File: src/rtl/ow_pkg.sv
package ow_pkg;

   typedef enum logic [1:0] {
      OW_CMD_RESET = 2'b00,
      OW_CMD_WRITE = 2'b01,
      OW_CMD_READ  = 2'b10,
      OW_CMD_NONE  = 2'b11
   } ow_cmd_e;

   typedef enum logic [3:0] {
      S_IDLE,
      S_RST_LOW,
      S_PRES_LO,
      S_PRES_HI,
      S_WR_LOW,
      S_WR_REL,
      S_RD_LOW,
      S_RD_SAMP,
      S_RD_TAIL
   } ow_state_e;

endpackage

File: src/rtl/ow_us_tick.sv
module ow_us_tick #(
   parameter int DIV = 125
) (
   input  logic clk,
   input  logic rst_n,
   input  logic clr_i,
   output logic tick_o
);
   generate
      if (DIV == 1) begin : g_pass
         assign tick_o = 1'b1;
      end else begin : g_div
         localparam int CW = $clog2(DIV);
         logic [CW-1:0] cnt;
         always_ff @(posedge clk or negedge rst_n) begin
            if (!rst_n)                      cnt <= '0;
            else if (clr_i)                  cnt <= '0;
            else if (cnt == CW'(DIV - 1))    cnt <= '0;
            else                             cnt <= cnt + CW'(1);
         end
         assign tick_o = (cnt == CW'(DIV - 1));
      end
   endgenerate
endmodule

File: src/rtl/ow_sync.sv
module ow_sync #(
   parameter int STAGES = 2
) (
   input  logic clk,
   input  logic rst_n,
   input  logic d_i,
   output logic q_o
);
   logic [STAGES-1:0] sr;
   always_ff @(posedge clk or negedge rst_n) begin
      if (!rst_n) sr <= '1;
      else        sr <= {sr[STAGES-2:0], d_i};
   end
   assign q_o = sr[STAGES-1];
endmodule

File: src/rtl/ow_seq.sv
module ow_seq
   import ow_pkg::*;
#(
   parameter int DATA_W          = 8,
   parameter int TW              = 10,
   parameter int RST_LOW_US      = 500,
   parameter int POLL_US         = 5,
   parameter int PRES_LO_POLLS   = 100,
   parameter int PRES_HI_POLLS   = 160,
   parameter int WR0_LOW_US      = 60,
   parameter int WR1_LOW_US      = 5,
   parameter int WR_RECOV_US     = 5,
   parameter int RD_LOW_US       = 5,
   parameter int RD_SAMPLE_US    = 5,
   parameter int RD_TAIL_US      = 60
) (
   input  logic              clk,
   input  logic              rst_n,
   input  logic              tick_i,
   input  logic              line_i,
   input  logic [1:0]        cmd_i,
   input  logic [DATA_W-1:0] wdata_i,
   input  logic              start_i,
   output logic              tick_clr_o,
   output logic              busy_o,
   output logic              done_o,
   output logic [DATA_W-1:0] rdata_o,
   output logic              present_o,
   output logic              oe_o
);
   localparam int WR1_REL_US = WR0_LOW_US + WR_RECOV_US - WR1_LOW_US;
   localparam int POLL_MAX   = (PRES_LO_POLLS > PRES_HI_POLLS) ? PRES_LO_POLLS : PRES_HI_POLLS;
   localparam int PW         = $clog2(POLL_MAX + 1);
   localparam int BW         = $clog2(DATA_W);

   ow_state_e         state;
   logic [TW-1:0]     tmr;
   logic [PW-1:0]     polls;
   logic [BW-1:0]     bitn;
   logic [DATA_W-1:0] shreg;
   logic              accept, expire, last_bit;

   assign accept     = start_i && (state == S_IDLE) && (cmd_i != OW_CMD_NONE);
   assign expire     = tick_i && (tmr == TW'(1));
   assign last_bit   = (bitn == BW'(DATA_W - 1));
   assign tick_clr_o = accept;
   assign busy_o     = (state != S_IDLE);

   always_ff @(posedge clk or negedge rst_n) begin
      if (!rst_n) begin
         state     <= S_IDLE;
         tmr       <= '0;
         polls     <= '0;
         bitn      <= '0;
         shreg     <= '0;
         done_o    <= 1'b0;
         rdata_o   <= '0;
         present_o <= 1'b0;
         oe_o      <= 1'b0;
      end else begin
         done_o <= 1'b0;
         if (tick_i && tmr != '0) tmr <= tmr - TW'(1);
         case (state)
            S_IDLE: if (accept) begin
               bitn  <= '0;
               polls <= '0;
               oe_o  <= 1'b1;
               case (cmd_i)
                  OW_CMD_RESET: begin
                     tmr   <= TW'(RST_LOW_US);
                     state <= S_RST_LOW;
                  end
                  OW_CMD_WRITE: begin
                     shreg <= wdata_i;
                     tmr   <= wdata_i[0] ? TW'(WR1_LOW_US) : TW'(WR0_LOW_US);
                     state <= S_WR_LOW;
                  end
                  default: begin
                     shreg <= '0;
                     tmr   <= TW'(RD_LOW_US);
                     state <= S_RD_LOW;
                  end
               endcase
            end
            S_RST_LOW: if (expire) begin
               oe_o  <= 1'b0;
               tmr   <= TW'(POLL_US);
               state <= S_PRES_LO;
            end
            S_PRES_LO: if (expire) begin
               if (!line_i) begin
                  polls <= '0;
                  tmr   <= TW'(POLL_US);
                  state <= S_PRES_HI;
               end else if (polls == PW'(PRES_LO_POLLS - 1)) begin
                  present_o <= 1'b0;
                  done_o    <= 1'b1;
                  state     <= S_IDLE;
               end else begin
                  polls <= polls + PW'(1);
                  tmr   <= TW'(POLL_US);
               end
            end
            S_PRES_HI: if (expire) begin
               if (line_i || polls == PW'(PRES_HI_POLLS - 1)) begin
                  present_o <= line_i;
                  done_o    <= 1'b1;
                  state     <= S_IDLE;
               end else begin
                  polls <= polls + PW'(1);
                  tmr   <= TW'(POLL_US);
               end
            end
            S_WR_LOW: if (expire) begin
               oe_o  <= 1'b0;
               tmr   <= shreg[0] ? TW'(WR1_REL_US) : TW'(WR_RECOV_US);
               state <= S_WR_REL;
            end
            S_WR_REL: if (expire) begin
               if (last_bit) begin
                  done_o <= 1'b1;
                  state  <= S_IDLE;
               end else begin
                  bitn  <= bitn + BW'(1);
                  shreg <= shreg >> 1;
                  oe_o  <= 1'b1;
                  tmr   <= shreg[1] ? TW'(WR1_LOW_US) : TW'(WR0_LOW_US);
                  state <= S_WR_LOW;
               end
            end
            S_RD_LOW: if (expire) begin
               oe_o  <= 1'b0;
               tmr   <= TW'(RD_SAMPLE_US);
               state <= S_RD_SAMP;
            end
            S_RD_SAMP: if (expire) begin
               shreg <= {line_i, shreg[DATA_W-1:1]};
               tmr   <= TW'(RD_TAIL_US);
               state <= S_RD_TAIL;
            end
            S_RD_TAIL: if (expire) begin
               if (last_bit) begin
                  rdata_o <= shreg;
                  done_o  <= 1'b1;
                  state   <= S_IDLE;
               end else begin
                  bitn  <= bitn + BW'(1);
                  oe_o  <= 1'b1;
                  tmr   <= TW'(RD_LOW_US);
                  state <= S_RD_LOW;
               end
            end
            default: state <= S_IDLE;
         endcase
      end
   end
endmodule

File: src/rtl/ow_master.sv
module ow_master #(
   parameter int CLK_MHZ       = 125,
   parameter int SYNC_STAGES   = 2,
   parameter int DATA_W        = 8,
   parameter int RST_LOW_US    = 500,
   parameter int POLL_US       = 5,
   parameter int PRES_LO_POLLS = 100,
   parameter int PRES_HI_POLLS = 160,
   parameter int WR0_LOW_US    = 60,
   parameter int WR1_LOW_US    = 5,
   parameter int WR_RECOV_US   = 5,
   parameter int RD_LOW_US     = 5,
   parameter int RD_SAMPLE_US  = 5,
   parameter int RD_TAIL_US    = 60
) (
   input  logic              clk,
   input  logic              rst_n,
   input  logic [1:0]        cmd_i,
   input  logic [DATA_W-1:0] wdata_i,
   input  logic              start_i,
   output logic              busy_o,
   output logic              done_o,
   output logic [DATA_W-1:0] rdata_o,
   output logic              present_o,
   output logic              bus_oe_o,
   input  logic              bus_i
);
   localparam int T_MAX = RST_LOW_US + WR0_LOW_US + WR_RECOV_US + RD_TAIL_US + POLL_US;
   localparam int TW    = $clog2(T_MAX + 1);

   generate
      if (CLK_MHZ < 1 || SYNC_STAGES < 2 || DATA_W < 2 || POLL_US < 1 ||
          WR1_LOW_US < 1 || WR1_LOW_US >= WR0_LOW_US || WR_RECOV_US < 1 ||
          RD_LOW_US < 1 || RD_SAMPLE_US < 1 || RD_TAIL_US < 1 ||
          PRES_LO_POLLS < 1 || PRES_HI_POLLS < 1 || RST_LOW_US < 1) begin : g_bad_cfg
         $error("ow_master: illegal parameter set");
      end
   endgenerate

   logic tick, tick_clr, line_s;

   ow_us_tick #(.DIV(CLK_MHZ)) u_tick (
      .clk(clk), .rst_n(rst_n), .clr_i(tick_clr), .tick_o(tick)
   );

   ow_sync #(.STAGES(SYNC_STAGES)) u_sync (
      .clk(clk), .rst_n(rst_n), .d_i(bus_i), .q_o(line_s)
   );

   ow_seq #(
      .DATA_W(DATA_W), .TW(TW), .RST_LOW_US(RST_LOW_US), .POLL_US(POLL_US),
      .PRES_LO_POLLS(PRES_LO_POLLS), .PRES_HI_POLLS(PRES_HI_POLLS),
      .WR0_LOW_US(WR0_LOW_US), .WR1_LOW_US(WR1_LOW_US), .WR_RECOV_US(WR_RECOV_US),
      .RD_LOW_US(RD_LOW_US), .RD_SAMPLE_US(RD_SAMPLE_US), .RD_TAIL_US(RD_TAIL_US)
   ) u_seq (
      .clk(clk), .rst_n(rst_n), .tick_i(tick), .line_i(line_s),
      .cmd_i(cmd_i), .wdata_i(wdata_i), .start_i(start_i),
      .tick_clr_o(tick_clr), .busy_o(busy_o), .done_o(done_o),
      .rdata_o(rdata_o), .present_o(present_o), .oe_o(bus_oe_o)
   );
endmodule

File: config.mk
export PLATFORM = sky130hd
export DESIGN_NAME = ow_master
export DESIGN_NICKNAME = d
export VERILOG_FILES = /design/src/rtl/ow_pkg.sv /design/src/rtl/ow_us_tick.sv /design/src/rtl/ow_sync.sv /design/src/rtl/ow_seq.sv /design/src/rtl/ow_master.sv
export SDC_FILE = /design/constraint.sdc
export NUM_CORES = 1
export LEC_CHECK = 0
export BUFFER_PORTS_ARGS = -buffer_cell sky130_fd_sc_hd__buf_2
export CAP_MARGIN = 5
export CELL_PAD_IN_SITES_DETAIL_PLACEMENT = 0
export CELL_PAD_IN_SITES_GLOBAL_PLACEMENT = 1
export CORE_ASPECT_RATIO = 0.75
export CORE_UTILIZATION = 42
export DETAILED_ROUTE_END_ITERATION = 8
export PLACE_DENSITY_LB_ADDON = 0.1
export SYNTH_ARGS = -nofsm -noshare
export SYNTH_HDL_FRONTEND = slang
export SYNTH_SLANG_ARGS = --single-unit
File: constraint.sdc
create_clock -name clk -period 2.69 [get_ports clk]
set_clock_uncertainty 0.05 [all_clocks]
set_input_delay 0.538 -clock clk [delete_from_list [all_inputs] [get_ports clk]]
set_output_delay 0.538 -clock clk [all_outputs]
set_load 0.02 [all_outputs]
* Word-level counts from Yosys, hierarchy flattened
Index checks and enable logic that the tools add are counted.
Word-level totals: flip-flop bits (word level) 53, input port bits 14, output and inout bits 12, word-level logic and storage cells 147
Operators by class: $add $sub $neg 4, equal/unequal tests 35, multiplexer cells 73, reductions and logical operators 24
Operators with widths (count):
- $mux 10 | 14
- $mux 8 | 10
- $pmux 10 s8 | 1
- $mux 4 | 12
- $pmux 8 s3 | 2
- $pmux 4 s9 | 1
- $ne 2x1->1 const B | 12
- $pmux 10 s2 | 1
- $mux 6 | 3
- $reduce_and 6->1 | 3
- $eq 4x3->1 const B | 4
- $mux 1 | 16
- $pmux 8 s2 | 1
- $mux 3 | 5
- $mux 7 | 2
- $ne 2x2->1 const B | 7
- $pmux 3 s2 | 2
- $reduce_and 11->1 | 1
- $eq 10x1->1 const B | 1
- $reduce_bool 10->1 | 1
- $sub 10x1->10 const B | 1
- $reduce_bool 3->1 | 3
- $add 8x1->8 const B | 1
- $eq 4x2->1 const B | 2
- 24 further kinds | 30

* Longest topological paths before layout
Gate-level depths: netlist (run 1).
word-level depth 7, mapped depth 8, gate-level depth less buffers 7

* By module
Synthesis (run 1) repeated with hierarchy kept, for this count alone.
Second synthesis, totals: cells, all modules 350, area, all modules 3305.7 sq um
Modules (own cells, without submodules):
- ow_seq | instances 1, cells each 313, area each 2916.5 sq um, seq. area each 1101.1 sq um
- ow_us_tick | instances 1, cells each 35, area each 336.6 sq um, seq. area each 175.2 sq um
- ow_sync | instances 1, cells each 2, area each 52.6 sq um, seq. area each 52.6 sq um

* Worst setup path after synthesis (run 1)
Ideal clock, no wire load.
path kind register -> register, start point reg u_seq.tmr[4], end point reg u_seq.shreg[0], library setup time 0.125 ns, arrival 2.347 ns, data required time 2.515 ns, slack 0.169 ns, cell stages (with the launch flop) 6, path buffers 0, period minus slack after synthesis 2.521 ns, cells stage by stage dfrtp_1 > or4_4 > nor4_4 > nand2_4 > o32ai_4 > mux2_2
On the way: word-level cells in the longest chain between the ends 4, elaborated cells between the ends (all ways) 5, classes of those cells eq/ne: 3; reduce/logical: 2
Ends and longest elaborated chain:
- start: declaration | line ow_seq.sv:37 | logic [TW-1:0] tmr;
- start signal: assignment | line ow_seq.sv:62 | if (tick_i && tmr != '0) tmr <= tmr - TW'(1);
- start signal: assignment | line ow_seq.sv:70 | tmr <= TW'(RST_LOW_US);
- start signal: assignment | line ow_seq.sv:75 | tmr <= wdata_i[0] ? TW'(WR1_LOW_US) : TW'(WR0_LOW_US);
- $eq 10x1->1 (*) | line ow_seq.sv:44 | assign expire = tick_i && (tmr == TW'(1));
- $logic_and 1x1->1 (*) | line ow_seq.sv:44
- $ne 2x1->1 (no source line)
- $reduce_and 6->1 (no source line) (*)
- end signal: assignment | line ow_seq.sv:74 | shreg <= wdata_i;
- end signal: assignment | line ow_seq.sv:125 | shreg <= shreg >> 1;
- end signal: assignment | line ow_seq.sv:137 | shreg <= {line_i, shreg[DATA_W-1:1]};
- end: declaration | line ow_seq.sv:40 | logic [DATA_W-1:0] shreg;
Mark *: on every way between the ends. The rest lies on a longest branch, timed or not. A chain may end at the register's enable or synchronous reset.

* Worst setup path in the final report (run 1)
start point reg u_seq.tmr[4], end point reg u_seq.shreg[2]
Same word-level chain as after synthesis.

==> results of run 1 <==
## worst register-to-register path, cell delays in order, from the launching register on
cell,delay (ns)
dfrtp_1,0.44
or4_4,0.60
nor4_4,0.36
nand2_4,0.17
o32ai_4,0.45
mux2_2,0.39
## report_power, final
group,internal (mW),switching [mW],total [mW]
registers,0.799,0.00154,0.801
logic,0.0207,0.0375,0.0582
clock network,0.282,0.278,0.560
total,1.10,0.317,1.42
## Yosys cell counts (all sizes together) (8+ instances only)
master	instances
nand2	30
mux2	19
xor2	9
o21ai	10
dfrtp	51
inv	17
nor2	27
nand4	8
a21oi	8
nand3	19
o31ai	11
clkbuf	16
## layer usage
layer / share of wire / up-vias / wire (um) / global-route usage
met5: 0 / - / 0 / 0
met4: 0.0063 / 0 / 51 / 0.04714
met3: 0.064 / 5 / 525 / 0.04651
met2: 0.41 / 75 / 3348 / 0.2980
met1: 0.52 / 1315 / 4223 / 0.3372
li1: - / 1355 / - / -
## kinds of logic (layout without fill, tap and decap cells)
family          Yosys count  count (layout)  synth area share
compound gates           78              78            0.1795
xor+xnor                 12              12           0.03222
fa+ha+maj                 7               7           0.02685
buf+inv                  36              76           0.04373
flops                    53              53            0.4074
mux                      22              22           0.07480
simple gates            138             138            0.2355
## through the flow
step	hold slack (ns)	std cells	cell area, um^2	total power [mW]	worst slack [ns]
2_1_floorplan	0.1924	346	3262	0.8349	0.1686
5_1_grt	0.2355	487	3741	1.487	0.01173
6_report	0.2136	487	3741	1.419	0.1191
3_5_place_dp	0.2972	479	3630	0.8767	0.09443
3_3_place_gp	0.2979	479	3630	0.8768	0.1617
4_1_cts	0.2351	487	3741	1.442	0.06804
## flip-flops by register name, summed over array words and instances, names as in the netlist
register          count
u_seq.bitn            3
u_seq.done_o          1
u_seq.oe_o            1
u_seq.polls           8
u_seq.present_o       1
u_seq.rdata_o         8
u_seq.shreg           8
u_seq.state           4
u_seq.tmr            10
u_sync.sr             2
u_tick.g_div.cnt      7
## worst paths after layout
path,from,endpoint,cells past startpoint
max in group asynchronous,rst_n,u_seq.state[3],2
max,u_seq.tmr[4],u_seq.shreg[2],5
min in group clk,bus_i,u_sync.sr[0],1
min reg2reg,u_sync.sr[0],u_sync.sr[1],0
min,rst_n,u_seq.polls[3],1
max reg2reg,u_seq.tmr[4],u_seq.shreg[2],5
## layout make-up
cell class | instances | area share
clock buffers | 6 | 0.01940
clock inverters | 2 | 0.01037
inverters | 17 | 0.01706
multi-input cells | 257 | 0.4786
flip-flops and latches | 53 | 0.3552
well taps | 101 | 0.03378
repair buffers | 51 | 0.08562
==> flow_summary.json, run 1 <==
{
  "endpoint_kind": "flip-flop",
  "synth-seq-cells": 53,
  "num_io_pins": 26,
  "fin_crit_ns": 2.571,
  "drt_wl_total_mm": 8.147,
  "synth_cell_types": 66,
  "dp_hpwl_mm": 6.162,
  "grt_max_degree": 32,
  "clk_pin_slew_ns": 0.10,
  "worstMarginPinSlew_ns": 0.7011,
  "ys.flop_type": "dfrtp_1",
  "avgSynthCellArea_um2": 9.427,
  "final.fill_count": 710,
  "routedWlPerCell_um": 16.73,
  "row_count": 27,
  "status": "complete, no violations",
  "power_density_nw_per_um2": 379.3,
  "clock_latency_ns": 0.32,
  "cts_resized": 0,
  "cts_hold_buf": 0,
  "grt_use_total": 0.2154,
  "required_ns": 2.85,
  "synth-edff-count": 0,
  "nNetsFinal": 406,
  "crit_path_max_fanout": 8,
  "layout_common_cells": "dfrtp_1, nand2_1, nor2_1",
  "grt_overflow_total": 0,
  "slew_headroom": 0.5326,
  "vias_per_cell": 5.647,
  "final.period_utilization": 0.9557,
  "vias": 2750,
  "io_buffers": 25,
  "cts_sinks": 53,
  "tns_ns": 0,
  "crit_family": "simple AND/OR/NAND/NOR gates",
  "ir_drop_uv": 203.8,
  "first_pass_iters": 5,
  "rsz0062_at_grt": "false",
  "design.core.area_um2": 7432,
  "async_flop_share": 1.000,
  "synth_top_area_cell": "dfrtp_1",
  "htree_levels": 2,
  "cts_tree": "built",
  "root_buffer": "clkbuf_8",
  "initial_core_util": 0.4389,
  "crit_chain": "or4_4 > nor4_4 > nand2_4 > o32ai_4 > mux2_2",
  "multiInputGateArea_um2": 1790,
  "dieArea_um2": 8126,
  "syn_area_um2": 3262,
  "utilization": 0.5034,
  "fp.dieH_um": 78.32,
  "critPathSlowestCell": "or4_4",
  "critical_path_buf_inv_count": 0,
  "start_kind": "flip-flop",
  "post_cts_buffers": 0,
  "clockBufferDepth": 2,
  "synth.area.top_cells": "dfrtp_1, mux2_2, nand2_1",
  "hold_class": "input port to asynchronous set/reset pin",
  "finalHoldViolCount": 0,
  "gp_congestion": 0.8844,
  "area_growth_pct": 14.69,
  "final_common_cell": "dfrtp_1",
  "fmax_mhz": 389.0,
  "synth_top_area_share": 0.3913,
  "setup_viol": 0,
  "ys_seq_area_frac": 0.4074,
  "ys_warn_count": 0,
  "drt.antenna.violating_nets": 0,
  "diodes": 0,
  "die_w_um": 103.8,
  "first_global_vias": 2589,
  "drc_errors": 0,
  "final-seq-area_um2": 1329,
  "layout-drive-gt1-share": 0.2487,
  "cts-buffers-inserted": 5,
  "p_leak_nw": 1.616,
  "maxCapViolCount": 0,
  "synth_nets": 367,
  "synthCells": 346,
  "rrSetupSlack_ns": 0.12,
  "max_stage_delay_ns": 0.60,
  "path_class": "flip-flop to flip-flop",
  "drtIter0Drc": 134,
  "grt_pass1_wl_mm": 13.73,
  "slew_violations": 0,
  "crit_arrival_ns": 2.73,
  "antenna_found_initial": 0
}
No activity file was read; power rests on OpenSTA's default activity.
==> run 2, diff against run 1 <==
--- a/config.mk
+++ b/config.mk
@@ -13,6 +13,7 @@
 export CORE_UTILIZATION = 42
 export DETAILED_ROUTE_END_ITERATION = 8
 export PLACE_DENSITY_LB_ADDON = 0.1
+export REMOVE_ABC_BUFFERS = 1
 export SYNTH_ARGS = -nofsm -noshare
 export SYNTH_HDL_FRONTEND = slang
 export SYNTH_SLANG_ARGS = --single-unit
==> run 2 against run 1 <==
Routed wire length down 4.0%. Global-route usage fell by 0.54 points. Count of clock-buffer cells in the layout is the same. Via count is 0.29% lower. Final area increased by 0.10%. Worst hold slack worse by 0.031 ns. Critical path type unchanged. Setup slack better by 0.060 ns. Fmax rose by 2.4%. Combinational power shrank 6.0%. Sequential share of layout area about the same. Die area unchanged.
==> flow_summary.json, run 2 (synthesized netlist as in run 1, its figures left out) <==
{
  "post_cts_buffers": 0,
  "clockBufferDepth": 2,
  "slew_headroom": 0.5189,
  "fp.dieH_um": 78.32,
  "area_growth_pct": 14.81,
  "hold_class": "input port to asynchronous set/reset pin",
  "first_global_vias": 2608,
  "stdcell_count": 483,
  "die_w_um": 103.8,
  "routedWlPerCell_um": 16.19,
  "placed_cells": 474,
  "antenna_found_initial": 0,
  "fmax_mhz": 398.2,
  "path_class": "flip-flop to flip-flop",
  "final.period_utilization": 0.9336,
  "p_leak_nw": 1.605,
  "design.core.area_um2": 7432,
  "crit_path_max_fanout": 5,
  "grt_max_degree": 28,
  "io_buffers": 25,
  "final.fill_count": 735,
  "rsz0062_at_grt": "false",
  "dieArea_um2": 8126,
  "crit_chain": "or4_4 > or4_4 > nor4_2 > a2111oi_2 > a22oi_1",
  "initial_core_util": 0.4389,
  "crit_family": "simple AND/OR/NAND/NOR gates",
  "layout_common_cells": "dfrtp_1, nand2_1, nor2_1",
  "row_count": 27,
  "maxCapViolCount": 0,
  "clock_latency_ns": 0.30,
  "dp_hpwl_mm": 5.921,
  "multiInputGateArea_um2": 1790,
  "status": "complete, no violations",
  "place_area_um2": 3605,
  "final_area_um2": 3745,
  "root_buffer": "clkbuf_8",
  "required_ns": 2.86,
  "max_stage_delay_ns": 0.60,
  "grt_overflow_total": 0,
  "final-seq-area_um2": 1329,
  "htree_levels": 2,
  "drtIter0Drc": 199,
  "largest_reg_flops": 10,
  "start_kind": "flip-flop",
  "layout-drive-gt1-share": 0.2435,
  "cts_tree": "built",
  "tns_ns": 0,
  "power_density_nw_per_um2": 379.6,
  "critPathSlowestCell": "or4_4",
  "largest_register": "u_seq.tmr",
  "grt_use_total": 0.2100,
  "endpoint_kind": "flip-flop",
  "final_common_cell": "dfrtp_1",
  "cts_hold_buf": 0,
  "fin_crit_ns": 2.511,
  "setup_viol": 0,
  "num_io_pins": 26,
  "critical_path_buf_inv_count": 0,
  "vias_per_cell": 5.677,
  "worstMarginPinSlew_ns": 0.7201,
  "vias": 2742,
  "drt_wl_total_mm": 7.819,
  "clk_pin_slew_ns": 0.09,
  "cts_resized": 0,
  "ir_drop_uv": 216.7,
  "grt_pass1_wl_mm": 13.50,
  "first_pass_iters": 4,
  "cts-buffers-inserted": 5,
  "crit_arrival_ns": 2.68,
  "finalHoldViolCount": 0,
  "nNetsFinal": 402,
  "slew_violations": 0,
  "drt.antenna.violating_nets": 0,
  "drc_errors": 0,
  "cpMostUsedCell": "or4_4",
  "gp_congestion": 0.8629,
  "cts_sinks": 53,
  "diodes": 0
}
[run 2: changes by cell type in the layout (fill, tap and decap cells not counted)]
| cell | delta |
|---|---|
| buf_12 | +2 |
| buf_4 | -6 |
| clkbuf_1 | -1 |
| clkbuf_8 | +1 |
| clkinvlp_4 | +1 |
| inv_6 | -1 |
[run 2: path summary, 6_finish.rpt]
check                             startpoint                  end  slack (ns)  cells past startpoint
worst max-delay path            u_seq.tmr[4]         u_seq.tmr[5]        0.18                      5
worst min-delay path                   rst_n  u_tick.g_div.cnt[5]        0.18                      1
worst max register to register  u_seq.tmr[4]         u_seq.tmr[5]        0.18                      5
worst min register to register  u_sync.sr[0]         u_sync.sr[1]        0.31                      0
max in group asynchronous              rst_n     u_seq.rdata_o[4]        1.84                      2
min in group clk                       bus_i         u_sync.sr[0]        0.28                      1
[run 2: final cells by class]
class                           count  share of cell area
Multi-Input combinational cell    257              0.4781
Sequential cell                    53              0.3548
Timing Repair Buffer               47             0.08420
Tap cell                          101             0.03375
Clock buffer                        6             0.02205
Inverter                           17             0.01704
Clock inverter                      2             0.01002
[run 2: worst reg2reg max path, stage by stage, from the launching register on]
cell and delay, ns:
dfrtp_1 0.43, or4_4 0.60, or4_4 0.58, nor4_2 0.43
a2111oi_2 0.13, a22oi_1 0.21
[run 2: through the flow]
stage | hold WS, ns | util | power [mW] | setup WS [ns]
6_report | 0.1826 | 0.5039 | 1.421 | 0.1787
5_1_grt | 0.2171 | 0.5039 | 1.490 | 0.01539
4_1_cts | 0.2054 | 0.5012 | 1.449 | 0.06370
3_5_place_dp | 0.2988 | 0.4850 | 0.8743 | 0.08073
3_3_place_gp | 0.2971 | 0.4850 | 0.8749 | 0.1605
2_1_floorplan | 0.1924 | - | 0.8342 | 0.1461
[run 2: per-layer routing]
layer  vias to the layer above  routed length (um)  global-route usage
met5                         -                   0                   0
met4                         0                  27             0.04286
met3                         2                 385             0.04236
met2                        56                3146              0.2819
met1                      1344                4260              0.3392
li1                       1340                   -                   -
[run 2: where the power goes]
group | internal (mW) | switching (mW)
clock | 0.303 | 0.261
combinational | 0.0207 | 0.0340
sequential | 0.799 | 0.00310
==> run 3, diff against run 2 <==
--- a/config.mk
+++ b/config.mk
@@ -13,7 +13,9 @@
 export CORE_UTILIZATION = 42
 export DETAILED_ROUTE_END_ITERATION = 8
 export PLACE_DENSITY_LB_ADDON = 0.1
+export RECOVER_POWER = 100
 export REMOVE_ABC_BUFFERS = 1
 export SYNTH_ARGS = -nofsm -noshare
 export SYNTH_HDL_FRONTEND = slang
 export SYNTH_SLANG_ARGS = --single-unit
+export TNS_END_PERCENT = 20
==> run 3 against run 2 <==
Combinational power fell by 6.8%. Critical path type unchanged. Die area unchanged. Largest cell class unchanged. Critical path depth up 1.
==> flow_summary.json, run 3 (synthesized netlist as in run 1, its figures left out) <==
{
  "layout-drive-gt1-share": 0.2016,
  "grt_max_degree": 28,
  "cts_tree": "built",
  "fp.dieH_um": 78.32,
  "slew_headroom": 0.08211,
  "grt_pass1_wl_mm": 13.50,
  "clockBufferDepth": 2,
  "largest_reg_flops": 10,
  "dp_hpwl_mm": 5.921,
  "hold_ws_ns": 0.2765,
  "cts_sinks": 53,
  "die_w_um": 103.8,
  "max_stage_delay_ns": 0.60,
  "drt.antenna.violating_nets": 0,
  "hold_class": "input port to flip-flop",
  "final.period_utilization": 0.9410,
  "first_global_vias": 2608,
  "routedWlPerCell_um": 16.28,
  "drc_errors": 0,
  "slew_violations": 0,
  "final.fill_count": 745,
  "area_growth_pct": 13.00,
  "power_density_nw_per_um2": 385.2,
  "nNetsFinal": 402,
  "critical_path_buf_inv_count": 1,
  "finalHoldViolCount": 0,
  "first_pass_iters": 5,
  "tns_ns": 0,
  "num_io_pins": 26,
  "gp_congestion": 0.8629,
  "worstMarginPinSlew_ns": 1.377,
  "maxCapViolCount": 0,
  "initial_core_util": 0.4389,
  "rsz0062_at_grt": "false",
  "crit_path_max_fanout": 8,
  "path_class": "flip-flop to flip-flop",
  "grt_overflow_total": 0,
  "endpoint_kind": "flip-flop",
  "required_ns": 2.84,
  "vias": 2725,
  "drt_wl_total_mm": 7.861,
  "antenna_found_initial": 0,
  "crit_family": "simple AND/OR/NAND/NOR gates",
  "largest_register": "u_seq.tmr",
  "fin_crit_ns": 2.531,
  "ir_drop_uv": 216.5,
  "final_common_cell": "dfrtp_1",
  "io_buffers": 25,
  "clock_latency_ns": 0.30,
  "grt_use_total": 0.2100,
  "rrSetupSlack_ns": 0.16,
  "cts-buffers-inserted": 5,
  "dieArea_um2": 8126,
  "drtIter0Drc": 173,
  "start_kind": "flip-flop",
  "crit_arrival_ns": 2.68,
  "setup_viol": 0,
  "root_buffer": "clkbuf_8",
  "row_count": 27,
  "status": "complete, no violations",
  "crit_chain": "or4_4 > nor4_4 > nand2_4 > o32ai_2 > buf_12 > mux2_2",
  "fmax_mhz": 395.0,
  "clk_pin_slew_ns": 0.10,
  "layout_common_cells": "dfrtp_1, nand2_1, nor2_1",
  "cts_hold_buf": 0,
  "p_leak_nw": 1.541,
  "diodes": 0,
  "critPathSlowestCell": "or4_4",
  "vias_per_cell": 5.642,
  "htree_levels": 2,
  "design.core.area_um2": 7432
}
## run 3: cell count changes in the layout (fill, tap and decap cells not counted), sizes merged
cell,previous run,this run
buf,47,30
clkbuf,6,23
## run 3: power breakdown
part	switching, mW	internal [mW]	leakage (nW)
sequential	0.00310	0.799	0.609
combinational	0.0331	0.0179	0.874
clock	0.264	0.303	0.0574
total	0.300	1.12	1.54
## run 3: area by class of cell
| type | instances | area [um^2] | area share |
|---|---|---|---|
| clock inverters | 2 | 37.54 | 0.01018 |
| well taps | 101 | 126.4 | 0.03428 |
| multi-input cells | 257 | 1773 | 0.4810 |
| inverters | 17 | 63.81 | 0.01731 |
| flip-flops and latches | 53 | 1329 | 0.3605 |
| clock buffers | 6 | 82.58 | 0.02240 |
| repair buffers | 47 | 274.0 | 0.07434 |
## run 3: worst paths after layout
check | endpoint | depth (start not counted) | startpoint
min in group asynchronous | u_tick.g_div.cnt[5] | 1 | rst_n
setup / recovery | u_seq.shreg[0] | 6 | u_seq.tmr[4]
hold reg to reg | u_sync.sr[1] | 0 | u_sync.sr[0]
max in group asynchronous | u_seq.shreg[6] | 2 | rst_n
setup reg to reg | u_seq.shreg[0] | 6 | u_seq.tmr[4]
hold / removal | u_sync.sr[0] | 1 | bus_i
## run 3: routing by layer
layer  track usage  wire, um  vias to the layer above
met2        0.2819      3206                       55
li1              -         -                     1341
met1        0.3392      4277                     1327
met4       0.04286        29                        0
met3       0.04236       347                        2
met5             0         0                        -
## run 3: worst register-to-register path: cells and delay by family (launching register included)
family | cells | cell delay, ns
flops | 1 | 0.43
mux | 1 | 0.33
simple gates | 3 | 1.11
compound gates | 1 | 0.34
buf+inv | 1 | 0.17
## run 3: through the flow
stage | cell area [um^2] | utilization | setup WS (ns) | instances | power (mW)
after floorplan | 3183 | - | 0.1461 | 327 | 0.8342
after global placement | 3605 | 0.4850 | 0.1605 | 474 | 0.8749
after detailed placement | 3605 | 0.4850 | 0.08073 | 474 | 0.8743
after CTS | 3725 | 0.5012 | 0.06370 | 482 | 1.449
after global routing | 3686 | 0.4960 | 0.02604 | 483 | 1.486
final | 3686 | 0.4960 | 0.1587 | 483 | 1.420
## run 3: what timing repair did
item	CTS	global route
setup endpoints to repair	0	16
gates resized for setup	0	0
setup buffers	0	1
